**src/rtl/cohLineReqPkg.sv**
```systemverilog
package cohLineReqPkg;
  localparam int STATE_W = 3;
  localparam int KIND_W  = 3;
  localparam int REQ_W   = 4;
  localparam int RSP_W   = 5;

  typedef enum logic [STATE_W-1:0] {
    ST_I = 3'b000, ST_S = 3'b001, ST_E = 3'b010, ST_O = 3'b011, ST_M = 3'b100
  } lineSt_e;

  typedef enum logic [KIND_W-1:0] {
    EV_LOAD = 3'd0, EV_FETCH = 3'd1, EV_STORE = 3'd2, EV_ATOMIC = 3'd3, EV_PREFOWN = 3'd4
  } evtKind_e;

  localparam logic [REQ_W-1:0] REQ_RDS  = 4'b0001;
  localparam logic [REQ_W-1:0] REQ_RDSA = 4'b0010;
  localparam logic [REQ_W-1:0] REQ_RDO  = 4'b0100;
  localparam logic [REQ_W-1:0] REQ_WB   = 4'b1000;

  localparam logic [RSP_W-1:0] RSP_UNIQ = 5'b00001;
  localparam logic [RSP_W-1:0] RSP_SHR  = 5'b00010;
  localparam logic [RSP_W-1:0] RSP_OAK  = 5'b00100;
  localparam logic [RSP_W-1:0] RSP_WACK = 5'b01000;
  localparam logic [RSP_W-1:0] RSP_WCAN = 5'b10000;

  typedef enum logic [2:0] {
    PD_IDLE, PD_RDS, PD_RDSA, PD_RDOMISS, PD_RDOUPG, PD_WB
  } pend_e;

  typedef struct packed {
    logic             stateWe;
    lineSt_e          stateNext;
    logic [REQ_W-1:0] req;
    logic             err;
    logic             drop;
  } ctlStb_t;
endpackage

```
**src/rtl/cohLineReqCtl.sv**
```systemverilog
module cohLineReqCtl
  import cohLineReqPkg::*;
(
  input  logic             clk,
  input  logic             rstN,
  input  logic             evtValid,
  input  logic [KIND_W-1:0] evtKind,
  input  logic             evtVictim,
  input  logic             snpValid,
  input  logic [STATE_W-1:0] snpState,
  input  logic [RSP_W-1:0] rspIn,
  input  lineSt_e          curState,
  output ctlStb_t          stb,
  output logic             busy
);
  pend_e   pend, pendNext;
  lineSt_e effState;
  lineSt_e rspState;
  logic    rspOk;
  logic    isDirty, isClean;

  assign busy    = (pend != PD_IDLE);
  assign isDirty = (curState == ST_M) || (curState == ST_O);
  assign isClean = (curState == ST_E) || (curState == ST_S);

  // reply matching against the open request
  always_comb begin
    rspOk    = 1'b0;
    rspState = curState;
    case (pend)
      PD_RDS: begin
        if (rspIn == RSP_UNIQ) begin rspOk = 1'b1; rspState = ST_E; end
        else if (rspIn == RSP_SHR) begin rspOk = 1'b1; rspState = ST_S; end
      end
      PD_RDSA:    if (rspIn == RSP_SHR)  begin rspOk = 1'b1; rspState = ST_S; end
      PD_RDOMISS: if (rspIn == RSP_UNIQ) begin rspOk = 1'b1; rspState = ST_M; end
      PD_RDOUPG:  if (rspIn == RSP_OAK)  begin rspOk = 1'b1; rspState = ST_M; end
      PD_WB: begin
        if ((rspIn == RSP_WACK) || (rspIn == RSP_WCAN)) begin rspOk = 1'b1; rspState = ST_I; end
      end
      default: ;
    endcase
  end

  always_comb begin
    stb       = '0;
    stb.stateNext = curState;
    pendNext  = pend;
    effState  = (evtVictim && isClean) ? ST_I : curState;
    if (busy) begin
      if (rspIn != '0) begin
        if (rspOk) begin
          stb.stateWe   = 1'b1;
          stb.stateNext = rspState;
          stb.drop      = (rspIn == RSP_WCAN);
          pendNext      = PD_IDLE;
        end else begin
          stb.err = 1'b1;
        end
      end
    end else begin
      stb.err = (rspIn != '0);
      if (snpValid) begin
        if (snpState <= 3'b100) begin
          stb.stateWe   = 1'b1;
          stb.stateNext = lineSt_e'(snpState);
        end
      end else if (evtValid) begin
        if (evtVictim && isDirty) begin
          stb.req  = REQ_WB;
          pendNext = PD_WB;
        end else begin
          if (evtVictim && isClean) begin
            stb.stateWe   = 1'b1;
            stb.stateNext = ST_I;
          end
          case (evtKind_e'(evtKind))
            EV_LOAD: if (effState == ST_I) begin stb.req = REQ_RDS; pendNext = PD_RDS; end
            EV_FETCH: if (effState == ST_I) begin stb.req = REQ_RDSA; pendNext = PD_RDSA; end
            EV_STORE, EV_ATOMIC: begin
              if (effState == ST_I) begin stb.req = REQ_RDO; pendNext = PD_RDOMISS; end
              else if (effState == ST_E) begin stb.stateWe = 1'b1; stb.stateNext = ST_M; end
              else if ((effState == ST_S) || (effState == ST_O)) begin
                stb.req = REQ_RDO; pendNext = PD_RDOUPG;
              end
            end
            EV_PREFOWN: begin
              if (effState == ST_I) begin stb.req = REQ_RDO; pendNext = PD_RDOMISS; end
              else if ((effState == ST_S) || (effState == ST_O)) begin
                stb.req = REQ_RDO; pendNext = PD_RDOUPG;
              end
            end
            default: ;
          endcase
        end
      end
    end
  end

  always_ff @(posedge clk or negedge rstN) begin
    if (!rstN) pend <= PD_IDLE;
    else       pend <= pendNext;
  end

  // nothing new leaves while a transaction is open
  p_quiet_busy_r10: assert property (@(posedge clk) disable iff (!rstN)
    busy |-> (stb.req == '0));
  // a rejected reply never writes the line
  p_err_nowrite_r11: assert property (@(posedge clk) disable iff (!rstN)
    (busy && stb.err) |-> !stb.stateWe);
endmodule

```
**src/rtl/cohLineReqDp.sv**
```systemverilog
module cohLineReqDp
  import cohLineReqPkg::*;
(
  input  logic             clk,
  input  logic             rstN,
  input  ctlStb_t          stb,
  input  logic             busy,
  output lineSt_e          lineSt,
  output logic [REQ_W-1:0] reqOut,
  output logic             protoErr,
  output logic             wbDrop
);
  always_ff @(posedge clk or negedge rstN) begin
    if (!rstN) begin
      lineSt   <= ST_I;
      reqOut   <= '0;
      protoErr <= 1'b0;
      wbDrop   <= 1'b0;
    end else begin
      if (stb.stateWe) lineSt <= stb.stateNext;
      reqOut   <= stb.req;
      protoErr <= stb.err;
      wbDrop   <= stb.drop;
    end
  end

  // at most one request strobe, and it opens a transaction
  p_req_onehot_r10: assert property (@(posedge clk) disable iff (!rstN)
    $onehot0(reqOut));
  p_req_busy_r10: assert property (@(posedge clk) disable iff (!rstN)
    (reqOut != '0) |-> busy);
  // a cancelled writeback leaves the line Invalid
  p_cancel_inv_r9: assert property (@(posedge clk) disable iff (!rstN)
    wbDrop |-> (lineSt == ST_I));
  // an error during an open transaction keeps the state
  p_err_hold_r11: assert property (@(posedge clk) disable iff (!rstN)
    (protoErr && $past(busy)) |-> $stable(lineSt));
endmodule

```
**src/rtl/cohLineReq.sv**
```systemverilog
module cohLineReq
  import cohLineReqPkg::*;
(
  input  logic               clk,
  input  logic               rstN,
  input  logic               evtValid,
  input  logic [KIND_W-1:0]  evtKind,
  input  logic               evtVictim,
  input  logic               snpValid,
  input  logic [STATE_W-1:0] snpState,
  input  logic [RSP_W-1:0]   rspIn,
  output logic [REQ_W-1:0]   reqOut,
  output logic               busy,
  output logic [STATE_W-1:0] lineState,
  output logic               protoErr,
  output logic               wbDrop
);
  ctlStb_t stb;
  lineSt_e lineSt;

  cohLineReqCtl uCtl (
    .clk(clk), .rstN(rstN), .evtValid(evtValid), .evtKind(evtKind),
    .evtVictim(evtVictim), .snpValid(snpValid), .snpState(snpState),
    .rspIn(rspIn), .curState(lineSt), .stb(stb), .busy(busy)
  );

  cohLineReqDp uDp (
    .clk(clk), .rstN(rstN), .stb(stb), .busy(busy), .lineSt(lineSt),
    .reqOut(reqOut), .protoErr(protoErr), .wbDrop(wbDrop)
  );

  assign lineState = lineSt;
endmodule

```
**config.mk**
```make
export PLATFORM = sky130hd
export DESIGN_NAME = cohLineReq
export DESIGN_NICKNAME = d
export VERILOG_FILES = /design/src/rtl/cohLineReqPkg.sv /design/src/rtl/cohLineReqCtl.sv /design/src/rtl/cohLineReqDp.sv /design/src/rtl/cohLineReq.sv
export SDC_FILE = /design/constraint.sdc
export NUM_CORES = 1
export LEC_CHECK = 0
export BUFFER_PORTS_ARGS = -buffer_cell sky130_fd_sc_hd__buf_2
export CAP_MARGIN = 20
export CORE_ASPECT_RATIO = 1.75
export CORE_MARGIN = 4
export CORE_UTILIZATION = 25
export DETAILED_ROUTE_END_ITERATION = 16
export PLACE_DENSITY = 0.41
export SYNTH_ARGS = -nofsm -noshare
export SYNTH_HDL_FRONTEND = slang
export SYNTH_SLANG_ARGS = --single-unit
```
**constraint.sdc**
```tcl
create_clock -name clk -period 2.4 [get_ports clk]
set_clock_uncertainty 0.2 [all_clocks]
set_input_delay 0.12 -clock clk [delete_from_list [all_inputs] [get_ports clk]]
set_output_delay 0.12 -clock clk [all_outputs]
set_load 0.01 [all_outputs]
```
== Yosys cells after proc, flatten, opt, wreduce, memory -nomap -nowiden ==
Index checks and enable logic that the tools add are counted.

* Bits in registers: 12
* Bits of input ports: 16

* Order comparisons: 1
* Equal/unequal tests: 33
* Muxes and demuxes: 52
* Reductions and logical operators: 16

{| class="wikitable"
|+ Operator list
! cell !! number
|-
| two-way mux 3 bit || 20
|-
| two-way mux 4 bit || 15
|-
| equality test 3 x 2 -> 1 bit, second input constant || 8
|-
| case mux 4 bit (4 select lines) || 1
|-
| case mux 3 bit (5 select lines) || 1
|-
| equality test 3 x 1 -> 1 bit, second input constant || 4
|-
| equality test 3 bit, second input constant || 4
|-
| case mux 3 bit (4 select lines) || 1
|-
| two-way mux 1 bit || 10
|-
| AND reduction 10 bit || 1
|-
| inequality test 3 x 2 -> 1 bit, second input constant || 3
|-
| two-way mux 8 bit || 1
|-
| inequality test 4 x 2 -> 1 bit, second input constant || 2
|-
| AND reduction 8 bit || 1
|-
| logical NOT 3 bit || 2
|-
| inequality test 2 x 1 -> 1 bit, second input constant || 3
|-
| inequality test 6 x 1 -> 1 bit, second input constant || 1
|-
| nonzero test 3 bit || 2
|-
| nonzero test 6 bit || 1
|-
| equality test 5 x 1 -> 1 bit, second input constant || 1
|-
| equality test 5 x 2 -> 1 bit, second input constant || 1
|-
| equality test 5 x 3 -> 1 bit, second input constant || 1
|-
| equality test 5 x 4 -> 1 bit, second input constant || 1
|-
| equality test 5 bit, second input constant || 1
|-
| 11 further kinds || 16
|}

== Longest topological paths before layout ==
* Word-level depth: 15
* Mapped depth: 7
* Depth with buffers taken out: 6

== Hierarchy ==
Synthesis repeated with hierarchy kept, for this count alone.

* Cells, all modules: 143
* Area, all modules: 1208.7 um2

{| class="wikitable"
|+ By module, submodules not included
! module !! times used !! cells an instance !! area each (um2) !! seq. area each (um2)
|-
| cohLineReqCtl || 1 || 131 || 949.7 || 75.1
|-
| cohLineReqDp || 1 || 12 || 259.0 || 225.2
|}

== Least setup slack after synthesis ==
No wires, ideal clock.

* Path type: flip-flop to flip-flop
* From: reg uCtl.pend[0]
* To: reg uDp.lineSt[0]
* Data arrival time: 1.694 ns
* Required time: 2.075 ns
* Slack: 0.381 ns
* Cell stages (with the launch flop): 8
* Clock period less this slack: 2.019 ns
* Cells stage by stage: dfrtp_1 > buf_6 > nor3_2 > nor3b_1 > a2111oi_4 > nand4_2 > nor2_4 > mux2_4

* Cells in the longest elaborated chain, start to end: 6
* Elaborated cells on any way between the ends: 21
* Classes of those cells: 13 x eq/ne; 5 x mux; 3 x reduce/logical

{| class="wikitable"
|+ Ends and longest elaborated chain
! element !! RTL line !! RTL
|-
| from (decl) || cohLineReqCtl.sv:16 || <nowiki>pend_e pend, pendNext;</nowiki>
|-
| from (signal assigned) || cohLineReqCtl.sv:102 || <nowiki>else pend <= pendNext;</nowiki>
|-
| equality test 3 bit, or another cell as far along || cohLineReqCtl.sv:30 || <nowiki>case (pend)</nowiki>
|-
| case mux 1 bit (5 select lines) || cohLineReqCtl.sv:30 ||
|-
| two-way mux 4 bit || cohLineReqCtl.sv:52 || <nowiki>if (rspOk) begin</nowiki>
|-
| two-way mux 4 bit || cohLineReqCtl.sv:51 || <nowiki>if (rspIn != '0) begin</nowiki>
|-
| two-way mux 4 bit || cohLineReqCtl.sv:50 || <nowiki>if (busy) begin</nowiki>
|-
| AND reduction 10 bit (no line) || - ||
|-
| to (signal assigned) || cohLineReqDp.sv:20 || <nowiki>if (stb.stateWe) lineSt <= stb.stateNext;</nowiki>
|-
| to (decl) || cohLineReqDp.sv:8 || <nowiki>output lineSt_e lineSt,</nowiki>
|}

Parallel ways exist; a longest one is shown, timed or not. The select of a mux whose other input is x is not followed.
A chain may end at the register's enable or synchronous reset.

== Worst setup path in the final report ==
* From: reg uDp.lineSt[0]
* To: reg uCtl.pend[1]

* Cells in the longest elaborated chain, start to end: 14
* Elaborated cells on any way between the ends: 28
* Classes of those cells: 10 x eq/ne; 10 x mux; 8 x reduce/logical

{| class="wikitable"
|+ Ends and longest elaborated chain
! element !! RTL line !! RTL
|-
| equality test 3 x 2 -> 1 bit or equality test 3 x 1 -> 1 bit (tied branches) || cohLineReqCtl.sv:24 || <nowiki>assign isClean = (curState == ST_E) || (curState == ST_S);</nowiki>
|-
| logical OR 1 bit || cohLineReqCtl.sv:24 ||
|-
| logical AND 1 bit || cohLineReqCtl.sv:49 || <nowiki>effState = (evtVictim && isClean) ? ST_I : curState;</nowiki>
|-
| two-way mux 3 bit || cohLineReqCtl.sv:49 ||
|-
| equality test 3 x 1 -> 1 bit or equality test 3 x 2 -> 1 bit (tied branches) || cohLineReqCtl.sv:83, cohLineReqCtl.sv:89 ||
|-
| logical OR 1 bit || cohLineReqCtl.sv:83, cohLineReqCtl.sv:89 ||
|-
| two-way mux 3 bit (2 in a row) || - ||
|-
| two-way mux 3 bit || cohLineReqCtl.sv:81 || <nowiki>if (effState == ST_I) begin stb.req = REQ_RDO; pendNext = PD_RDOMISS; end</nowiki>
|-
| case mux 3 bit (4 select lines) || cohLineReqCtl.sv:77 || <nowiki>case (evtKind_e'(evtKind))</nowiki>
|-
| two-way mux 3 bit || cohLineReqCtl.sv:69 || <nowiki>if (evtVictim && isDirty) begin</nowiki>
|-
| two-way mux 3 bit || cohLineReqCtl.sv:68 || <nowiki>end else if (evtValid) begin</nowiki>
|-
| two-way mux 3 bit || cohLineReqCtl.sv:63 || <nowiki>if (snpValid) begin</nowiki>
|-
| two-way mux 3 bit || cohLineReqCtl.sv:50 ||
|}

Parallel ways exist; a longest one is shown, timed or not. The select of a mux whose other input is x is not followed.

==> out/summary.txt <==
Antenna violations before repair: 0
Area of the multi-input gates: 766 um2
P per Cell Area: 1030 mW/mm2
Share of cells above drive strength 1: 0.251
Peak supply drop: 0.404 mV
Main synth FF type: dfrtp_1
Synthesized area per cell: 8.18 um2
Sequential share of the synthesized area: 0.262
Final setup violation count: 0
Fin crit period: 2.16 ns
Synth Instances: 140
Chip height: 97.5 um
R2r worst-path depth: 6
Fin. Hold Viols: 0
Yosys top cell area share: 0.262
Post-route setup TNS: 0 ns
Worst EP required: 2.37 ns
R2R Path Start: uDp.lineSt[0]$_DFFE_PN0P_
Avg WL per Cell: 15.6 um
Fin. max-slew vios: 0
Synth Register Bits: 12
First-pass GRT wire length: 5570 um
Post-synth EDFFs: 0
CTS clk-pin slew, worst paths: 0.06 ns
Leak: 0.554 nW
Syn-to-layout area delta: 20.1%
Initial Utilization: 0.260
Clk sinks: 12
Number of DRC markers in iteration 0: 18
I/O pin count: 26
Ys Warns: 0
Worst min-delay path category: in2reg
Net Count, Synth: 157
R2R Setup Slk: 0.24 ns
Die area: 0.00577 mm2
Cells taking the most area after synthesis: dfrtp_1 26%, nor2_1 4.9%, nand2_1 4.6%
DIE WIDTH: 59.2 um
Fillers: 483
Hold Startpoint: rspIn[4]
Worst-path fanout max: 12
Critical path arrival: 2.13 ns
Pin count of the biggest net entering global routing: 13
WHS Path Cells: 3
DR pass1 iterations: 4
Clock Path Buffers: 2
Nets@finish: 185
Row cnt: 32
Clk root buf: clkbuf_8
Tcrit/Tclk final: 0.900
Library cells used by synthesis: 52
Max Cap Viol: 0
Routed Wire Length: 3400 um
Num CTS Buffers: 3
GR Util All Layers: 0.125
Total number of vias: 1156
H-tree lvl count: 1
Setup bufs post-CTS: 0
Final Power: 1.42 mW
Reg2reg end: uCtl.pend[1]$_DFFE_PN0P_
Vias per cell: 5.30
Total grt overflow: 0
Final hold slack: 0.0208 ns
IO Port Bufs: 25
Synth Cell Area: 0.00114 mm2
Post-synth top area cell: dfrtp_1
CTS tree: built
DRC Markers: 0
Kind of critical path: reg2reg
CP startpoint kind: flop
Post-route ant nets: 0
Least-Margin Pin Slew: 0.443 ns
Antenna fix cells: 0
Final Wtd Congestion: 0.756
Fmax: 0.463 GHz
RSZ-0062 raised after global routing: no
Status: complete, no violations
Hold Crit Endpoint: uDp.wbDrop$_DFF_PN0_
Clk Latency, worst-skew pair: 0.24 ns
Core region area: 0.00440 mm2
Async set-reset flop share out of synthesis: 1.00
Vias in the first global route: 1193
Rel. slew slack: 0.702
Reg area: 300 um2
CP endpoint kind: flop
DPL Wire Length: 2770 um
## kinds of logic after synthesis
group           count (synthesis)  share of synthesized area
flops                          12                      0.262
buf+inv                        13                     0.0688
mux                             1                     0.0131
simple gates                   66                      0.339
compound gates                 44                      0.283
xor+xnor                        3                     0.0230
fa+ha+maj                       1                     0.0109
## stage by stage
step | utilization | instances | area (um2) | setup slack (ns)
after floorplan | - | 140 | 1140 | 0.381
after CTS | 0.312 | 218 | 1380 | 0.222
after global routing | 0.312 | 218 | 1380 | 0.0296
final | 0.312 | 218 | 1380 | 0.239
after detailed placement | 0.295 | 212 | 1300 | 0.231
after global placement | 0.295 | 212 | 1300 | 0.205
## routing by layer
layer  vias to the layer above  wire length, um  track usage
li1                        580                -            -
met1                       544             1220        0.130
met2                        26             1960        0.234
met3                         6              141       0.0186
met4                         0               69       0.0489
met5                         -                0            0
## layout by cell type, fill, tap and decap left out, types with 3 or more instances in the layout
cell and count:
nand2_1 14, buf_2 25, inv_1 6, dfrtp_1 12, nor2_1 15, nand4_1 6, buf_4 3, clkbuf_8 4
nor2b_1 5, and2_1 3, o21ai_0 5, nor3_1 6, a21oi_1 9, o22ai_1 5
## Yosys cell counts, types with 2 or more instances
master,instances
nor3_1,6
a2bb2oi_1,2
nor3b_1,2
a21boi_0,2
o22ai_1,5
nor2b_1,5
xor2_1,2
a22o_1,2
nand4_1,6
nand2_1,14
nor2_1,15
nor2_4,2
inv_1,6
o21ai_0,5
nand3b_1,2
dfrtp_1,12
o211ai_1,2
and2_1,3
buf_6,3
a21oi_1,9
buf_2,3
o21ai_1,2
## critical path, stage by stage, from the launching register on
cell	delay (ns)
dfrtp_1	0.57
inv_1	0.16
nor3_1	0.17
o21ai_1	0.14
and2_1	0.20
a311oi_1	0.42
a32o_1	0.24
## where the power goes
part	total, mW	switching [mW]	internal, mW
Combinational	0.796	0.439	0.357
Sequential	0.397	0.144	0.253
Clock	0.225	0.0797	0.145
## flip-flops by register name (all words and copies together), names as in the netlist
register      flops
uDp.lineSt        3
uDp.wbDrop        1
uDp.reqOut        4
uCtl.pend         3
uDp.protoErr      1
## area by class of cell
type,count,share of cell area
multi-input cells,115,0.557
inverters,6,0.0164
well taps,51,0.0464
flip-flops and latches,12,0.218
clock buffers,4,0.0400
repair buffers,30,0.122
## how the worst max path moves through the flow
stage / startpoint / endpoint / cells past startpoint
floorplan: uCtl.pend[0]$_DFFE_PN0P_ / uDp.lineSt[0]$_DFFE_PN0P_ / 7
global placement: uCtl.pend[0]$_DFFE_PN0P_ / uDp.lineSt[0]$_DFFE_PN0P_ / 6
detailed placement: uCtl.pend[1]$_DFFE_PN0P_ / uDp.lineSt[0]$_DFFE_PN0P_ / 6
CTS: uCtl.pend[1]$_DFFE_PN0P_ / uDp.lineSt[0]$_DFFE_PN0P_ / 6
global route: uDp.lineSt[0]$_DFFE_PN0P_ / uCtl.pend[1]$_DFFE_PN0P_ / 6
finish: uDp.lineSt[0]$_DFFE_PN0P_ / uCtl.pend[1]$_DFFE_PN0P_ / 6
## repair_timing
action / 4_1_cts / 5_1_grt
setup endpoints to repair: 0 / 0
hold buffers: 2 / 0
endpoints found under the hold margin: 14 / 0
gates resized for setup: 0 / 0
Note: power is estimated with default switching activity, not from simulation.
